==> src/rtl/saf_pkg.sv <==
package saf_pkg;
  // register select encoding on the write bus
  typedef enum logic {
    SEL_NODE = 1'b0,
    SEL_MASK = 1'b1
  } saf_sel_e;

  typedef struct packed {
    logic addr_hit;
    logic bcast_hit;
  } saf_hits_t;
endpackage

==> src/rtl/saf_regs.sv <==
module saf_regs
  import saf_pkg::*;
#(
  parameter int ADDR_W = 8
) (
  input  logic              clk_i,
  input  logic              rst_ni,
  input  logic              wr_i,
  input  logic              sel_i,
  input  logic [ADDR_W-1:0] wdata_i,
  output logic [ADDR_W-1:0] node_o,
  output logic [ADDR_W-1:0] mask_o
);
  localparam logic [ADDR_W-1:0] RST_VAL = '0;

  always_ff @(posedge clk_i or negedge rst_ni) begin
    if (!rst_ni) begin
      node_o <= RST_VAL;
      mask_o <= RST_VAL;
    end else if (wr_i) begin
      if (saf_sel_e'(sel_i) == SEL_NODE) node_o <= wdata_i;
      else                               mask_o <= wdata_i;
    end
  end


  node_write_chk: assert property (@(posedge clk_i) disable iff (!rst_ni)
    (wr_i && !sel_i) |=> (node_o == $past(wdata_i)));

  mask_write_chk: assert property (@(posedge clk_i) disable iff (!rst_ni)
    (wr_i && sel_i) |=> (mask_o == $past(wdata_i)));

  regs_hold_chk: assert property (@(posedge clk_i) disable iff (!rst_ni)
    !wr_i |=> ($stable(node_o) && $stable(mask_o)));
endmodule

==> src/rtl/saf_cmp.sv <==
module saf_cmp
  import saf_pkg::*;
#(
  parameter int ADDR_W = 8
) (
  input  logic [ADDR_W-1:0] byte_i,
  input  logic [ADDR_W-1:0] node_i,
  input  logic [ADDR_W-1:0] mask_i,
  output saf_hits_t         hits_o
);
  logic [ADDR_W-1:0] addr_ok;
  logic [ADDR_W-1:0] bcast_ok;

  // per-bit compare lanes
  for (genvar i = 0; i < ADDR_W; i++) begin : g_lane
    logic bpat;
    assign bpat        = node_i[i] | mask_i[i];
    assign addr_ok[i]  = !mask_i[i] || (byte_i[i] == node_i[i]);
    assign bcast_ok[i] = !bpat || byte_i[i];
  end

  assign hits_o.addr_hit  = &addr_ok;
  assign hits_o.bcast_hit = &bcast_ok;
endmodule

==> src/rtl/saf_addr_filter.sv <==
module saf_addr_filter
  import saf_pkg::*;
#(
  parameter int ADDR_W = 8
) (
  input  logic              clk_i,
  input  logic              rst_ni,
  input  logic              reg_wr_i,
  input  logic              reg_sel_i,
  input  logic [ADDR_W-1:0] reg_wdata_i,
  input  logic              rx_valid_i,
  input  logic [ADDR_W-1:0] rx_data_i,
  output logic              match_o,
  output logic              addr_hit_o,
  output logic              bcast_hit_o
);
  logic [ADDR_W-1:0] node_q;
  logic [ADDR_W-1:0] mask_q;
  saf_hits_t         hits;

  saf_regs #(.ADDR_W(ADDR_W)) u_regs (
    .clk_i   (clk_i),
    .rst_ni  (rst_ni),
    .wr_i    (reg_wr_i),
    .sel_i   (reg_sel_i),
    .wdata_i (reg_wdata_i),
    .node_o  (node_q),
    .mask_o  (mask_q)
  );

  saf_cmp #(.ADDR_W(ADDR_W)) u_cmp (
    .byte_i (rx_data_i),
    .node_i (node_q),
    .mask_i (mask_q),
    .hits_o (hits)
  );

  always_ff @(posedge clk_i or negedge rst_ni) begin
    if (!rst_ni) begin
      addr_hit_o  <= 1'b0;
      bcast_hit_o <= 1'b0;
      match_o     <= 1'b0;
    end else begin
      addr_hit_o  <= rx_valid_i && hits.addr_hit;
      bcast_hit_o <= rx_valid_i && hits.bcast_hit;
      match_o     <= rx_valid_i && (hits.addr_hit || hits.bcast_hit);
    end
  end


  pulse_origin_chk: assert property (@(posedge clk_i) disable iff (!rst_ni)
    (match_o || addr_hit_o || bcast_hit_o) |-> $past(rx_valid_i));

  idle_quiet_chk: assert property (@(posedge clk_i) disable iff (!rst_ni)
    !rx_valid_i |=> !(match_o || addr_hit_o || bcast_hit_o));

  match_or_chk: assert property (@(posedge clk_i) disable iff (!rst_ni)
    match_o == (addr_hit_o || bcast_hit_o));

  reset_all_match_chk: assert property (@(posedge clk_i) disable iff (!rst_ni)
    (rx_valid_i && node_q == '0 && mask_q == '0) |=> (addr_hit_o && bcast_hit_o));
endmodule

==> config.mk <==
export PLATFORM = sky130hd
export DESIGN_NAME = saf_addr_filter
export DESIGN_NICKNAME = d
export VERILOG_FILES = /design/src/rtl/saf_pkg.sv /design/src/rtl/saf_regs.sv /design/src/rtl/saf_cmp.sv /design/src/rtl/saf_addr_filter.sv
export SDC_FILE = /design/constraint.sdc
export NUM_CORES = 1
export LEC_CHECK = 0
export CORE_UTILIZATION = 45
export CTS_BUF_LIST = sky130_fd_sc_hd__clkbuf_4 sky130_fd_sc_hd__clkbuf_8
export CTS_CLUSTER_DIAMETER = 80
export DETAILED_ROUTE_END_ITERATION = 8
export GPL_ROUTABILITY_DRIVEN = 0
export MAX_ROUTING_LAYER = met4
export PLACE_DENSITY = 0.72
export SETUP_SLACK_MARGIN = 0.3
export SLEW_MARGIN = 20
export SYNTH_ARGS = -nofsm -noshare
export SYNTH_HDL_FRONTEND = slang
export SYNTH_SLANG_ARGS = --single-unit
export TNS_END_PERCENT = 50
==> constraint.sdc <==
create_clock -name clk_i -period 1.35 [get_ports clk_i]
set_input_delay 0.2025 -clock clk_i [delete_from_list [all_inputs] [get_ports clk_i]]
set_output_delay 0.2025 -clock clk_i [all_outputs]
set_load 0.05 [all_outputs]
# Word level (Yosys, flattened, before mapping)
# Cells that the tools add are included.
[classes]
add_sub_neg = 0
mul = 0
n_div = 0
magnitude_cmp = 0
eq_ne = 8
n_shift = 0
n_mux = 0
bitwise_logic = 9
reduce_logical = 40
[ops]
columns = ["operator", "count"]
rows = [
  ["$logic_or 1x1->1", 17],
  ["$logic_not 1->1", 16],
  ["$reduce_and 8->1", 2],
  ["$eq 1x1->1", 8],
  ["$or 1x1->1", 8],
  ["$reduce_and 2->1", 2],
  ["$logic_and 1x1->1", 3],
  ["$not 1->1", 1],
]
[totals]
ff_bits = 19
latchBits = 0
mem_bits_rw = 0
rom_bits = 0
inputBits = 21
out_inout_bits = 3
memories = 0

# Depth between registers and ports, before layout
[logic_depth]
ltp_word = 6
ltp_mapped = 4
ltp_nobuf = 4

# Cells and area by module
# From an unflattened synthesis, not the netlist that was laid out.
[hier_totals]
hier_cells = 66
hier_area_um2 = 913.4
[by_module_without_submodules]
columns = ["module", "n_inst", "cells_each", "area_per_inst_um2", "seq_area_each_um2"]
rows = [
  ["saf_regs", 1, 35, 641.9, 400.4],
  ["saf_cmp", 1, 25, 176.4, 0.0],
  ["saf_addr_filter", 1, 6, 95.1, 75.1],
]

# Least setup slack after synthesis
# OpenSTA, ideal clock, no wires.
[synth_path]
kind = "reg2reg"
start = "register u_regs.node_o[4]"
end = "register match_o"
setup_time_ns = 0.078
arrival_ns = 0.958
t_required_ns = 1.272
slack_ns = 0.314
stages_incl_launch_ff = 5
path_buffers = 0
period_less_slack_ns = 1.036
cell_sequence = "dfrtp_1 nor2_1 o22ai_1 nor4_2 o21bai_1"
[synth_between]
elab_chain_len = 6
[synth_lines]
columns = ["element", "line_no", "source"]
rows = [
  ["start, declared", "saf_regs.sv:11", "output logic [ADDR_W-1:0] node_o,"],
  ["start signal, assigned", "saf_regs.sv:21", "if (saf_sel_e'(sel_i) == SEL_NODE) node_o <= wdata_i;"],
  ["$or 1x1->1", "saf_cmp.sv:17", "assign bpat = node_i[i] | mask_i[i];"],
  ["$logic_not 1->1", "saf_cmp.sv:19", "assign bcast_ok[i] = !bpat || byte_i[i];"],
  ["$logic_or 1x1->1", "saf_cmp.sv:19", ""],
  ["$reduce_and 8->1", "saf_cmp.sv:23", "assign hits_o.bcast_hit = &bcast_ok;"],
  ["$logic_or 1x1->1 (*)", "saf_addr_filter.sv:46", "match_o <= rx_valid_i && (hits.addr_hit || hits.bcast_hit);"],
  ["$logic_and 1x1->1 (*)", "saf_addr_filter.sv:46", ""],
  ["end signal, assigned", "saf_addr_filter.sv:46", ""],
  ["end, declared", "saf_addr_filter.sv:13", "output logic match_o,"],
]
# Mark *: on every way between the ends. The rest lies on a longest branch, timed or not.
# A chain may end at the register's enable or synchronous reset.

# Final worst setup path
# Ends and elaborated chain as after synthesis.

==> out/metrics.csv <==
metric,value,unit
outcome,finished clean,
R2R Path Start,u_regs.node_o[4],
CTS Buf Count,3,
first-pass GRT wire length,2.86,mm
Startpoint Class,flop,
fin nets,122,
final hold vios,0,
post-synthesis sequential element count,19,
Die Width,45.8,µm
register area share after synthesis,55.0,%
H-tree Lvls,1,
HPWL after DPL,1.32,mm
"area leader, netlist",dfrtp_1,
vias in the first global route,652,
RR Endpoint,match_o,
DIE AREA,2100,µm²
clock root cell,clkbuf_4,
via count,650,
P_leak,0.557,nW
DR vias/cell,5.20,
fillers,140,
final design utilization,71.3,%
height of the die,45.8,µm
Gate Count Post-Synth,68,
Synthesis Warnings,0,
CP bufs+invs,0,
share of layout cells above drive strength 1,33.0,%
# DRC,0,
critical path arrival,1400,ps
first-pass detailed-route iteration total,3,
ys async rst share,100,%
Final Cycle Share,87.2,%
DP Area,1180,µm²
routed wire length,1.78,mm
"EDFF count, synth",0,
area of the multi-input gates,414,µm²
syn_nets,89,
most common cell in the synthesized netlist,dfrtp_1,
Std-Cell Rows,15,
Worst Max-Slew Pin Slew,256,ps
clk_skew,3.51,ps
Area Overhead vs Synth,45.6,%
Period minus WS final,1180,ps
Overall Global Routing Usage,20.8,%
drt initial violations,5,
crit path from,u_regs.node_o[4],
"Hold-fix buffers, CTS",0,
wire per inst,14.2,µm
I/O pins,24,
Initial Util,49.0,%
final instance area,1260,µm²
Port Buffers,23,
initial antenna violation count,0,
total grt overflow,0,
Tot Pwr,1.38,mW
Final TNS setup,0,ps
Max rail drop VDD,916,µV
Post-Syn Area,865,µm²
worst skew pair latency,290,ps
max cap viols,0,
Power Dens Cells,1090,nW/µm²
Max Buffers Root-to-Sink,2,
Fmax,850,MHz
Avg Inst Size Synth,12.7,µm²
synth top area cells,"dfrtp_1 55%, mux2_2 21%, xor2_1 8.1%",
DP Worst Slack,-105,ps
critical path class,flop to flop,
CTS Sinks,19,
Finished Layout Cells,125,
top cell type's share of synthesized area,55.0,%
clock transition at the registers of the reported paths,110,ps
Worst R2R Path Depth,4,
unrepaired setup endpoints after global routing,true,
CP Cell Sequence,xor2_1 > a22oi_1 > nand4_1 > o21bai_1,
smallest hold slack,234,ps
R2R Setup Slk,170,ps
Worst Path Max Fanout,3,
antenna cells,0,
FF+latch area,475,µm²
Max stage delay on crit path,420,ps
Worst EP required,1580,ps
largest net degree at the start of global routing,20,
placed insts,119,
most common flop cell mapped by yosys,dfrtp_1,
top post-synthesis cells by count,"19 x dfrtp_1, 16 x mux2_2, 8 x nor2_1, 8 x xor2_1, 4 x nand2_1",
number of nets with antenna violations after routing,0,
Unique masters post-synth,14,
Final Max Slew Viols,0,
CTS tree,yes,
Hold Crit Class,primary input to async pin,
Slew HR,82.8,%
"Setup violations, final",0,
Final WS setup,173,ps
crit end category,flop,
core area,1760,µm²
Crit-path slowest cell,dfrtp_1,
Crit path max-delay family,flip-flops,
[sequential cells by signal, summed over array words and instances (netlist names)]
register       cells
match_o            1
addr_hit_o         1
bcast_hit_o        1
u_regs.mask_o      8
u_regs.node_o      8
[worst register-to-register path: stages (launching register included)]
cell	delay [ps]
dfrtp_1	420
xor2_1	170
a22oi_1	220
nand4_1	140
o21bai_1	150
[kinds of logic after synthesis]
logic type / Yosys count / share of synthesized area (%)
xor+xnor: 8 / 8.10
simple gates: 15 / 8.10
mux: 16 / 20.8
buf+inv: 1 / 0.578
compound gates: 9 / 7.38
flops: 19 / 55.0
[final cells by class]
class,instances,area share [%]
flip-flops and latches,19,37.8
clock buffers,3,1.79
repair buffers,29,24.7
well taps,25,2.49
clock inverters,1,0.398
multi-input cells,48,32.9
[metal layers]
| metal | track usage, % | vias up | wire length [µm] |
|---|---|---|---|
| li1 | - | 306 | - |
| met2 | 32.3 | 16 | 890 |
| met5 | - | - | 0 |
| met4 | 11.2 | 0 | 13 |
| met1 | 25.7 | 326 | 799 |
| met3 | 3.57 | 2 | 77 |
[repair_timing]
item                                    4_1_cts  5_1_grt
endpoints found under the setup margin       14       14
resized for setup                             7        4
gates cloned                                  0        0
buffers inserted                              0        2
pin swaps                                     1        2
[cells in the final DEF (no fill, tap or decap), drive strengths merged]
cell / instances
a22oi: 3
mux2: 16
o21ai: 1
nor4: 1
nor2b: 1
o22ai: 2
nand2: 4
clkbuf: 3
o221ai: 1
nor2: 8
dfrtp: 19
xor2: 8
buf: 9
dlymetal6s2s: 1
clkinv: 1
nand4: 1
clkdlybuf4s50: 18
dlygate4sd2: 1
o21bai: 2
[report_power, final]
part	total, mW	switching [mW]	internal [mW]
sequential	0.722	0.0744	0.648
clock	0.282	0.171	0.110
combinational	0.372	0.146	0.226
[worst max path at each step]
stage | end | slack (ps) | cells after the start
2_1_floorplan | match_o | 310 | 4
3_3_place_gp | u_regs.node_o[2] | -80 | 4
3_5_place_dp | u_regs.node_o[5] | -110 | 4
4_1_cts | match_o | 170 | 4
5_1_grt | match_o | 100 | 4
6_report | match_o | 170 | 4
(Power assumes the default switching activity.)
